`config.mk`:
```
export PLATFORM = sky130hd
export DESIGN_NAME = ivtimer
export DESIGN_NICKNAME = d
export VERILOG_FILES = /design/src/rtl/ivt_pkg.sv /design/src/rtl/ivt_regs.sv /design/src/rtl/ivt_tick_sel.sv /design/src/rtl/ivt_counter.sv /design/src/rtl/ivt_irq_flag.sv /design/src/rtl/ivtimer.sv
export SDC_FILE = /design/constraint.sdc
export NUM_CORES = 1
export LEC_CHECK = 0
export BUFFER_PORTS_ARGS = -buffer_cell sky130_fd_sc_hd__buf_4
export CAP_MARGIN = 10
export CORE_ASPECT_RATIO = 1.75
export CORE_MARGIN = 2
export CORE_UTILIZATION = 30
export CTS_CLUSTER_SIZE = 20
export DETAILED_ROUTE_END_ITERATION = 7
export HOLD_SLACK_MARGIN = 0.12
export SLEW_MARGIN = 15
export SYNTH_ARGS = -nofsm -noshare
export SYNTH_HDL_FRONTEND = slang
export SYNTH_SLANG_ARGS = --single-unit
```
`constraint.sdc`:
```
create_clock -name clk -period 4.55 [get_ports clk]
set_input_delay 0 -clock clk [delete_from_list [all_inputs] [get_ports clk]]
set_output_delay 0 -clock clk [all_outputs]
set_load 0.05 [all_outputs]
```
`src/rtl/ivt_pkg.sv`:
```
package ivt_pkg;
   localparam int unsigned REG_AW = 4;

   localparam logic [REG_AW-1:0] OFS_RELOAD = 4'h0;
   localparam logic [REG_AW-1:0] OFS_COUNT  = 4'h4;
   localparam logic [REG_AW-1:0] OFS_CTRL   = 4'h8;
   localparam logic [REG_AW-1:0] OFS_ACK    = 4'hC;

   localparam int unsigned BIT_RUN    = 7;
   localparam int unsigned BIT_REPEAT = 6;
   localparam int unsigned BIT_FAST   = 3;

   typedef struct packed {
      logic run;
      logic repeat_mode;
      logic fast;
   } ivt_ctrl_t;

   function automatic logic [7:0] ctrl_to_byte(ivt_ctrl_t c);
      logic [7:0] b;
      b = '0;
      b[BIT_RUN]    = c.run;
      b[BIT_REPEAT] = c.repeat_mode;
      b[BIT_FAST]   = c.fast;
      return b;
   endfunction
endpackage

```
`src/rtl/ivt_regs.sv`:
```
module ivt_regs
   import ivt_pkg::*;
#(
   parameter int unsigned CNT_W  = 32,
   parameter int unsigned DATA_W = 32
) (
   input  logic              clk,
   input  logic              rst_n,
   input  logic              bus_we,
   input  logic [REG_AW-1:0] bus_addr,
   input  logic [DATA_W-1:0] bus_wdata,
   output logic              reload_wr,
   output logic              ack_wr,
   output logic [CNT_W-1:0]  reload_val,
   output ivt_ctrl_t         ctrl
);
   logic ctrl_wr;

   assign reload_wr = bus_we && (bus_addr == OFS_RELOAD);
   assign ctrl_wr   = bus_we && (bus_addr == OFS_CTRL);
   assign ack_wr    = bus_we && (bus_addr == OFS_ACK);

   always_ff @(posedge clk or negedge rst_n) begin
      if (!rst_n) begin
         reload_val <= '0;
      end else if (reload_wr) begin
         reload_val <= bus_wdata[CNT_W-1:0];
      end
   end

   always_ff @(posedge clk or negedge rst_n) begin
      if (!rst_n) begin
         ctrl <= '0;
      end else if (ctrl_wr) begin
         ctrl.run         <= bus_wdata[BIT_RUN];
         ctrl.repeat_mode <= bus_wdata[BIT_REPEAT];
         ctrl.fast        <= bus_wdata[BIT_FAST];
      end
   end
endmodule

```
`src/rtl/ivt_tick_sel.sv`:
```
module ivt_tick_sel (
   input  logic use_fast,
   input  logic tick_slow,
   input  logic tick_fast,
   output logic tick
);
   always_comb begin
      tick = use_fast ? tick_fast : tick_slow;
   end
endmodule

```
`src/rtl/ivt_counter.sv`:
```
module ivt_counter #(
   parameter int unsigned CNT_W = 32
) (
   input  logic             clk,
   input  logic             rst_n,
   input  logic             load_now,
   input  logic [CNT_W-1:0] load_data,
   input  logic [CNT_W-1:0] reload_val,
   input  logic             run,
   input  logic             repeat_mode,
   input  logic             tick,
   output logic [CNT_W-1:0] count,
   output logic             underflow
);
   localparam logic [CNT_W-1:0] ALL_ONES = {CNT_W{1'b1}};
   localparam logic [CNT_W-1:0] ONE      = {{(CNT_W-1){1'b0}}, 1'b1};

   logic step;
   logic at_zero;
   logic [CNT_W-1:0] after_zero;

   assign step      = run && tick && !load_now;
   assign at_zero   = (count == '0);
   assign underflow = step && at_zero;

   always_comb begin
      after_zero = repeat_mode ? reload_val : ALL_ONES;
   end

   always_ff @(posedge clk or negedge rst_n) begin
      if (!rst_n) begin
         count <= '0;
      end else if (load_now) begin
         count <= load_data;
      end else if (step) begin
         count <= at_zero ? after_zero : (count - ONE);
      end
   end
endmodule

```
`src/rtl/ivt_irq_flag.sv`:
```
module ivt_irq_flag (
   input  logic clk,
   input  logic rst_n,
   input  logic set_evt,
   input  logic ack_evt,
   output logic flag
);
   always_ff @(posedge clk or negedge rst_n) begin
      if (!rst_n) begin
         flag <= 1'b0;
      end else if (set_evt) begin
         flag <= 1'b1;
      end else if (ack_evt) begin
         flag <= 1'b0;
      end
   end
endmodule

```
`src/rtl/ivtimer.sv`:
```
module ivtimer
   import ivt_pkg::*;
#(
   parameter int unsigned CNT_W  = 32,
   parameter int unsigned DATA_W = 32
) (
   input  logic              clk,
   input  logic              rst_n,
   input  logic              bus_we,
   input  logic [REG_AW-1:0] bus_addr,
   input  logic [DATA_W-1:0] bus_wdata,
   output logic [DATA_W-1:0] bus_rdata,
   input  logic              tick_slow,
   input  logic              tick_fast,
   output logic              irq
);
   localparam int unsigned PAD_W = DATA_W - CNT_W;

   if (!(CNT_W == 16 || CNT_W == 32)) begin : g_bad_width
      $error("ivtimer: CNT_W must be 16 or 32");
   end
   if (DATA_W < CNT_W || DATA_W < 8) begin : g_bad_data
      $error("ivtimer: DATA_W must hold the count and the control byte");
   end

   logic             reload_wr;
   logic             ack_wr;
   logic [CNT_W-1:0] reload_q;
   ivt_ctrl_t        ctrl_q;
   logic             sel_tick;
   logic [CNT_W-1:0] cnt_q;
   logic             uf;
   logic [DATA_W-1:0] cnt_word;
   logic [DATA_W-1:0] reload_word;
   logic [DATA_W-1:0] ctrl_word;

   ivt_regs #(.CNT_W(CNT_W), .DATA_W(DATA_W)) u_regs (
      .clk        (clk),
      .rst_n      (rst_n),
      .bus_we     (bus_we),
      .bus_addr   (bus_addr),
      .bus_wdata  (bus_wdata),
      .reload_wr  (reload_wr),
      .ack_wr     (ack_wr),
      .reload_val (reload_q),
      .ctrl       (ctrl_q)
   );

   ivt_tick_sel u_tick (
      .use_fast  (ctrl_q.fast),
      .tick_slow (tick_slow),
      .tick_fast (tick_fast),
      .tick      (sel_tick)
   );

   ivt_counter #(.CNT_W(CNT_W)) u_cnt (
      .clk         (clk),
      .rst_n       (rst_n),
      .load_now    (reload_wr),
      .load_data   (bus_wdata[CNT_W-1:0]),
      .reload_val  (reload_q),
      .run         (ctrl_q.run),
      .repeat_mode (ctrl_q.repeat_mode),
      .tick        (sel_tick),
      .count       (cnt_q),
      .underflow   (uf)
   );

   ivt_irq_flag u_irq (
      .clk     (clk),
      .rst_n   (rst_n),
      .set_evt (uf),
      .ack_evt (ack_wr),
      .flag    (irq)
   );

   if (PAD_W == 0) begin : g_full
      assign cnt_word    = cnt_q;
      assign reload_word = reload_q;
   end else begin : g_pad
      assign cnt_word    = {{PAD_W{1'b0}}, cnt_q};
      assign reload_word = {{PAD_W{1'b0}}, reload_q};
   end
   assign ctrl_word = {{(DATA_W-8){1'b0}}, ctrl_to_byte(ctrl_q)};

   always_comb begin
      unique case (bus_addr)
         OFS_RELOAD: bus_rdata = reload_word;
         OFS_COUNT:  bus_rdata = cnt_word;
         OFS_CTRL:   bus_rdata = ctrl_word;
         default:    bus_rdata = '0;
      endcase
   end
endmodule

```
[Word level (Yosys, flattened, before mapping)]
Cells that the tools add are included.
Word-level totals
  flip-flop bits (word level): 68
  input port bits: 41
  output and inout port bits: 33
  logic and storage cells: 29
Operators by class
  add/sub/neg operators: 1
  equality and inequality tests: 3
  mux-type cells: 8
  reduce and logical (&&, ||, !) cells: 11
Operators with widths (number)
  32-bit 2-to-1 mux: 4
  32-bit one-hot mux with 3 select lines: 1
  32-bit zero test: 1
  32-bit by 1-bit subtractor with 32-bit output (second input constant): 1
  4-bit == test (second input constant): 2
  1-bit logical AND: 6
  4-bit by 3-bit == test with 1-bit output (second input constant): 1
  4-bit zero test: 1
  2-bit nonzero test: 2
  1-bit 2-to-1 mux: 3
  1-bit zero test: 1

[Longest topological paths before layout]
  depth in word-level cells: 6
  depth in mapped cells: 9
  mapped depth without buffers: 8

[By module]
A second synthesis with hierarchy kept.
Second synthesis, totals
  cell total of the unflattened synthesis: 458
  area total of the unflattened synthesis: 4453.0 sq um
Modules (own cells, without submodules)
  ivt_counter: instances 1, cells an instance 326, area each 2489.9 sq um, sequential area each 800.8 sq um
  ivt_regs: instances 1, cells an instance 78, area each 1487.7 sq um, sequential area each 875.8 sq um
  ivtimer: instances 1, cells an instance 50, area each 424.2 sq um, sequential area each 0.0 sq um
  ivt_irq_flag: instances 1, cells an instance 3, area each 36.3 sq um, sequential area each 25.0 sq um
  ivt_tick_sel: instances 1, cells an instance 1, area each 15.0 sq um, sequential area each 0.0 sq um

[Worst setup path before layout]
OpenSTA, ideal clock, no wires.
  path type: register to register
  start: register u_cnt.count[24]
  end: register u_cnt.count[1]
  setup time: 0.126 ns
  arrival time: 2.487 ns
  setup slack: 1.937 ns
  cell stages (with the launch flop): 8
  buffers on the path: 2
  cell sequence: dfrtp_1 buf_6 or4_4 or3_4 or4_4 buf_6 o311a_1 a221o_1
On the way
  cells in the longest elaborated chain, start to end: 4
RTL lines
  start: declaration: RTL line ivt_counter.sv:12  | output logic [CNT_W-1:0] count,
  start signal: assignment: RTL line ivt_counter.sv:34  | count <= load_data;
  start signal: assignment: RTL line ivt_counter.sv:36  | count <= at_zero ? after_zero : (count - ONE);
  32-bit zero test: RTL line ivt_counter.sv:23  | assign at_zero = (count == '0);
  32-bit 2-to-1 mux: RTL line ivt_counter.sv:36
  32-bit 2-to-1 mux: RTL line ivt_counter.sv:35  | end else if (step) begin
  32-bit 2-to-1 mux: RTL line ivt_counter.sv:33  | end else if (load_now) begin
Every way passes these cells. The select of a mux whose other input is x is not followed.
A chain may end at the register's enable or synchronous reset.

[Worst setup path in the final report]
  start: register u_cnt.count[6]
  end: register u_cnt.count[8]
On the way
  cells in the longest elaborated chain, start to end: 4
RTL lines (RTL line)
  32-bit by 1-bit subtractor with 32-bit output / 32-bit zero test (equally long branches): ivt_counter.sv:36, ivt_counter.sv:23
  32-bit 2-to-1 mux (*): ivt_counter.sv:36
  32-bit 2-to-1 mux (*): ivt_counter.sv:35
  32-bit 2-to-1 mux (*): ivt_counter.sv:33
Every way passes the cells marked *; elsewhere a longest branch is shown, timed or not. The select of a mux whose other input is x is not followed.

==> results.txt <==
Filler Cells Inserted = 1,377
GP Congestion = 0.858
fin crit share = 0.643
DRT Wirelength = 13,100 um
clock sink total = 68
Layout Nets = 619
Layout Skew = 0.00541 ns
Tightest Pin Transition = 0.915 ns
Port Buffers = 73
Die Height = 158 um
RSZ-0062 raised after global routing = false
final setup fails = 0
DIE AREA = 0.0146 mm2
Initial DRC Count = 276
mapped cell area = 0.00407 mm2
predominant post-synthesis flop cell = dfrtp_1
Reg-to-Reg Start = u_cnt.count[6]$_DFFE_PN0P_
First-pass DRT Iterations = 4
Clock Root Buffer = clkbuf_16
relative max-transition margin = 0.390
die width = 92.1 um
required time worst endpoint = 4.82 ns
Post-synth EDFFs = 0
Post-synth ARST share = 1.00
layout overhead on the synthesized area = 33.5%
Synth Instances = 481
Post-Syn Nets = 524
Max-Cap Viols = 0
Routed WL per cell = 17.4 um
overall routing resource usage = 0.184
fmax = 342 MHz
sequential area share after synthesis = 0.418
CP Data Arrival Time = 3.20 ns
Crit. End Element = flop
post-DP HPWL = 9000 um
crit path launch type = flop
Residual DRC = 0
Initial Util = 0.306
Tot Pwr = 2.58 mW
first-pass GRT wire length = 21,100 um
top area cells in the synthesized netlist = dfrtp_1 42%, nand2_1 11%, a22o_1 6.2%
Yosys top cell by area = dfrtp_1
# diodes = 0
CP endpoint = u_cnt.count[8]$_DFFE_PN0P_
Max H-tree Level = 3
CTS clk-pin slew, worst paths = 0.06 ns
R2R depth = 7
R2R Path End = u_cnt.count[8]$_DFFE_PN0P_
R2R setup slack = 1.63 ns
share of the synthesized area in the top cell type = 0.418
TNS Setup = 0 ns
Avg Cell Area, Syn = 8.47 um2
Post-CTS Setup Inserts = 0
Worst Setup SP = u_cnt.count[6]$_DFFE_PN0P_
power per cell area = 474 mW/mm2
final hold viol count = 0
Site Rows = 56
fin crit period = 2.92 ns
crit-path max FO = 19
Clock Tree Buf Depth = 2
yosys warns = 0
grt total ovfl = 0
TritonCTS buffer count = 9
CTS tree = built
Cell variety after synth = 49
Hold WC Path Type = in -> async
antenna viol nets, final = 0
initial antenna violation count = 0
vias = 3,986
core area = 0.0133 mm2
LEAKAGE = 2.46 nW
vias per cell = 5.28
layout cells sized above 1 = 0.184
Yosys reg bits = 68
largest net degree at the start of global routing = 69
io pins = 74
clock latency at the later pin of the worst-skew pair = 0.34 ns
crit path kind = reg -> reg
outcome = finished, final reports clean
vias in the first global route = 4,048
Max Slew Vio Count = 0
VDD IR-drop max = 0.195 mV
cell families (layout without fill, tap and decap cells):
logic type	Yosys count	in the layout	share of synthesized area
flops	68	68	0.418
simple gates	208	208	0.240
buf+inv	48	148	0.0485
xor+xnor	20	20	0.0430
mux	4	4	0.0108
compound gates	131	131	0.233
fa+ha+maj	2	2	0.00614
worst min path at each step:
stage	depth (start not counted)	startpoint	endpoint
after floorplan	0	rst_n	u_cnt.count[0]$_DFFE_PN0P_
after global placement	1	rst_n	u_regs.reload_val[20]$_DFFE_PN0P_
after detailed placement	1	rst_n	u_regs.reload_val[20]$_DFFE_PN0P_
after CTS	2	rst_n	u_regs.reload_val[16]$_DFFE_PN0P_
after global routing	2	rst_n	u_regs.reload_val[16]$_DFFE_PN0P_
final	2	rst_n	u_regs.reload_val[16]$_DFFE_PN0P_
worst max-delay path, cell delays in order (launching register included):
cell and delay (ns):
dfrtp_1 0.43, nor4_1 0.63, nand4_1 0.33, nor4_4 0.63, buf_4 0.35, nor2_1 0.08
a311oi_1 0.24, a221o_1 0.16
routing by layer:
| metal | global-route usage | up-vias | wire length [um] |
|---|---|---|---|
| li1 | - | 1927 | - |
| met1 | 0.211 | 1948 | 5240 |
| met2 | 0.347 | 94 | 7150 |
| met3 | 0.0281 | 17 | 469 |
| met4 | 0.0625 | 0 | 259 |
| met5 | 0 | - | 0 |
power by group:
group	switching, mW	total (mW)	internal [mW]
registers	0.284	1.08	0.792
clock network	0.255	0.699	0.444
logic	0.437	0.804	0.367
total	0.976	2.58	1.60
cells in the mapped netlist, drive strengths merged, types with 5 or more instances:
| cell | number |
|---|---|
| a221o | 8 |
| nor4 | 11 |
| a31oi | 9 |
| nand3 | 15 |
| xor2 | 10 |
| a311oi | 6 |
| dfrtp | 68 |
| a21oi | 6 |
| o21ai | 42 |
| or3 | 5 |
| nor2 | 21 |
| clkbuf | 28 |
| xnor2 | 10 |
| a22o | 29 |
| inv | 16 |
| o211a | 7 |
| nor3 | 18 |
| nand2 | 115 |
cell type report:
cell class / instances / area [um2] / area share
well taps: 174 / 218 / 0.0400
repair buffers: 116 / 966 / 0.178
inverters: 16 / 60.1 / 0.0110
flip-flops and latches: 68 / 1700 / 0.313
clock buffers: 16 / 302 / 0.0555
multi-input cells: 365 / 2190 / 0.403
state kept, by name, indices dropped and copies added, names as in the netlist:
| signal | flops |
|---|---|
| u_regs.ctrl | 3 |
| u_irq.flag | 1 |
| u_regs.reload_val | 32 |
| u_cnt.count | 32 |
metrics by stage:
stage,hold WS [ns],instance area [um2],worst slack [ns],std cells,utilization
after CTS,0.377,5440,1.68,755,0.408
after global routing,0.423,5440,1.37,755,0.408
after detailed placement,0.185,4760,1.69,701,0.357
final,0.321,5440,1.63,755,0.408
after floorplan,-0.296,4070,1.94,481,-
after global placement,0.176,4760,1.76,701,0.357
what timing repair did:
item | 4_1_cts | 5_1_grt
hold buffers | 38 | 0
endpoints found under the hold margin | 136 | 0
endpoints found under the setup margin | 0 | 0
gates resized for setup | 0 | 0
cells in the final DEF (no fill, tap or decap), types with 4 or more instances in the layout:
master | synthesis | final
nor2_1 | 21 | 19
nand2_1 | 115 | 115
a21oi_1 | 6 | 6
a22o_1 | 29 | 29
nor4_1 | 10 | 9
dfrtp_1 | 68 | 68
o31a_1 | 4 | 4
nand3_1 | 15 | 15
xor2_1 | 10 | 10
nand4_1 | 4 | 4
xnor2_1 | 10 | 10
a22oi_1 | 4 | 4
clkbuf_8 | 0 | 5
a31oi_1 | 9 | 9
o211a_1 | 7 | 7
nor3_1 | 18 | 18
a221o_1 | 8 | 8
dlygate4sd3_1 | 0 | 38
clkbuf_16 | 0 | 9
or3_1 | 4 | 4
buf_4 | 0 | 78
o21ai_0 | 41 | 41
inv_1 | 16 | 16
a311oi_1 | 6 | 6
Note: power is estimated with default switching activity, not from simulation.
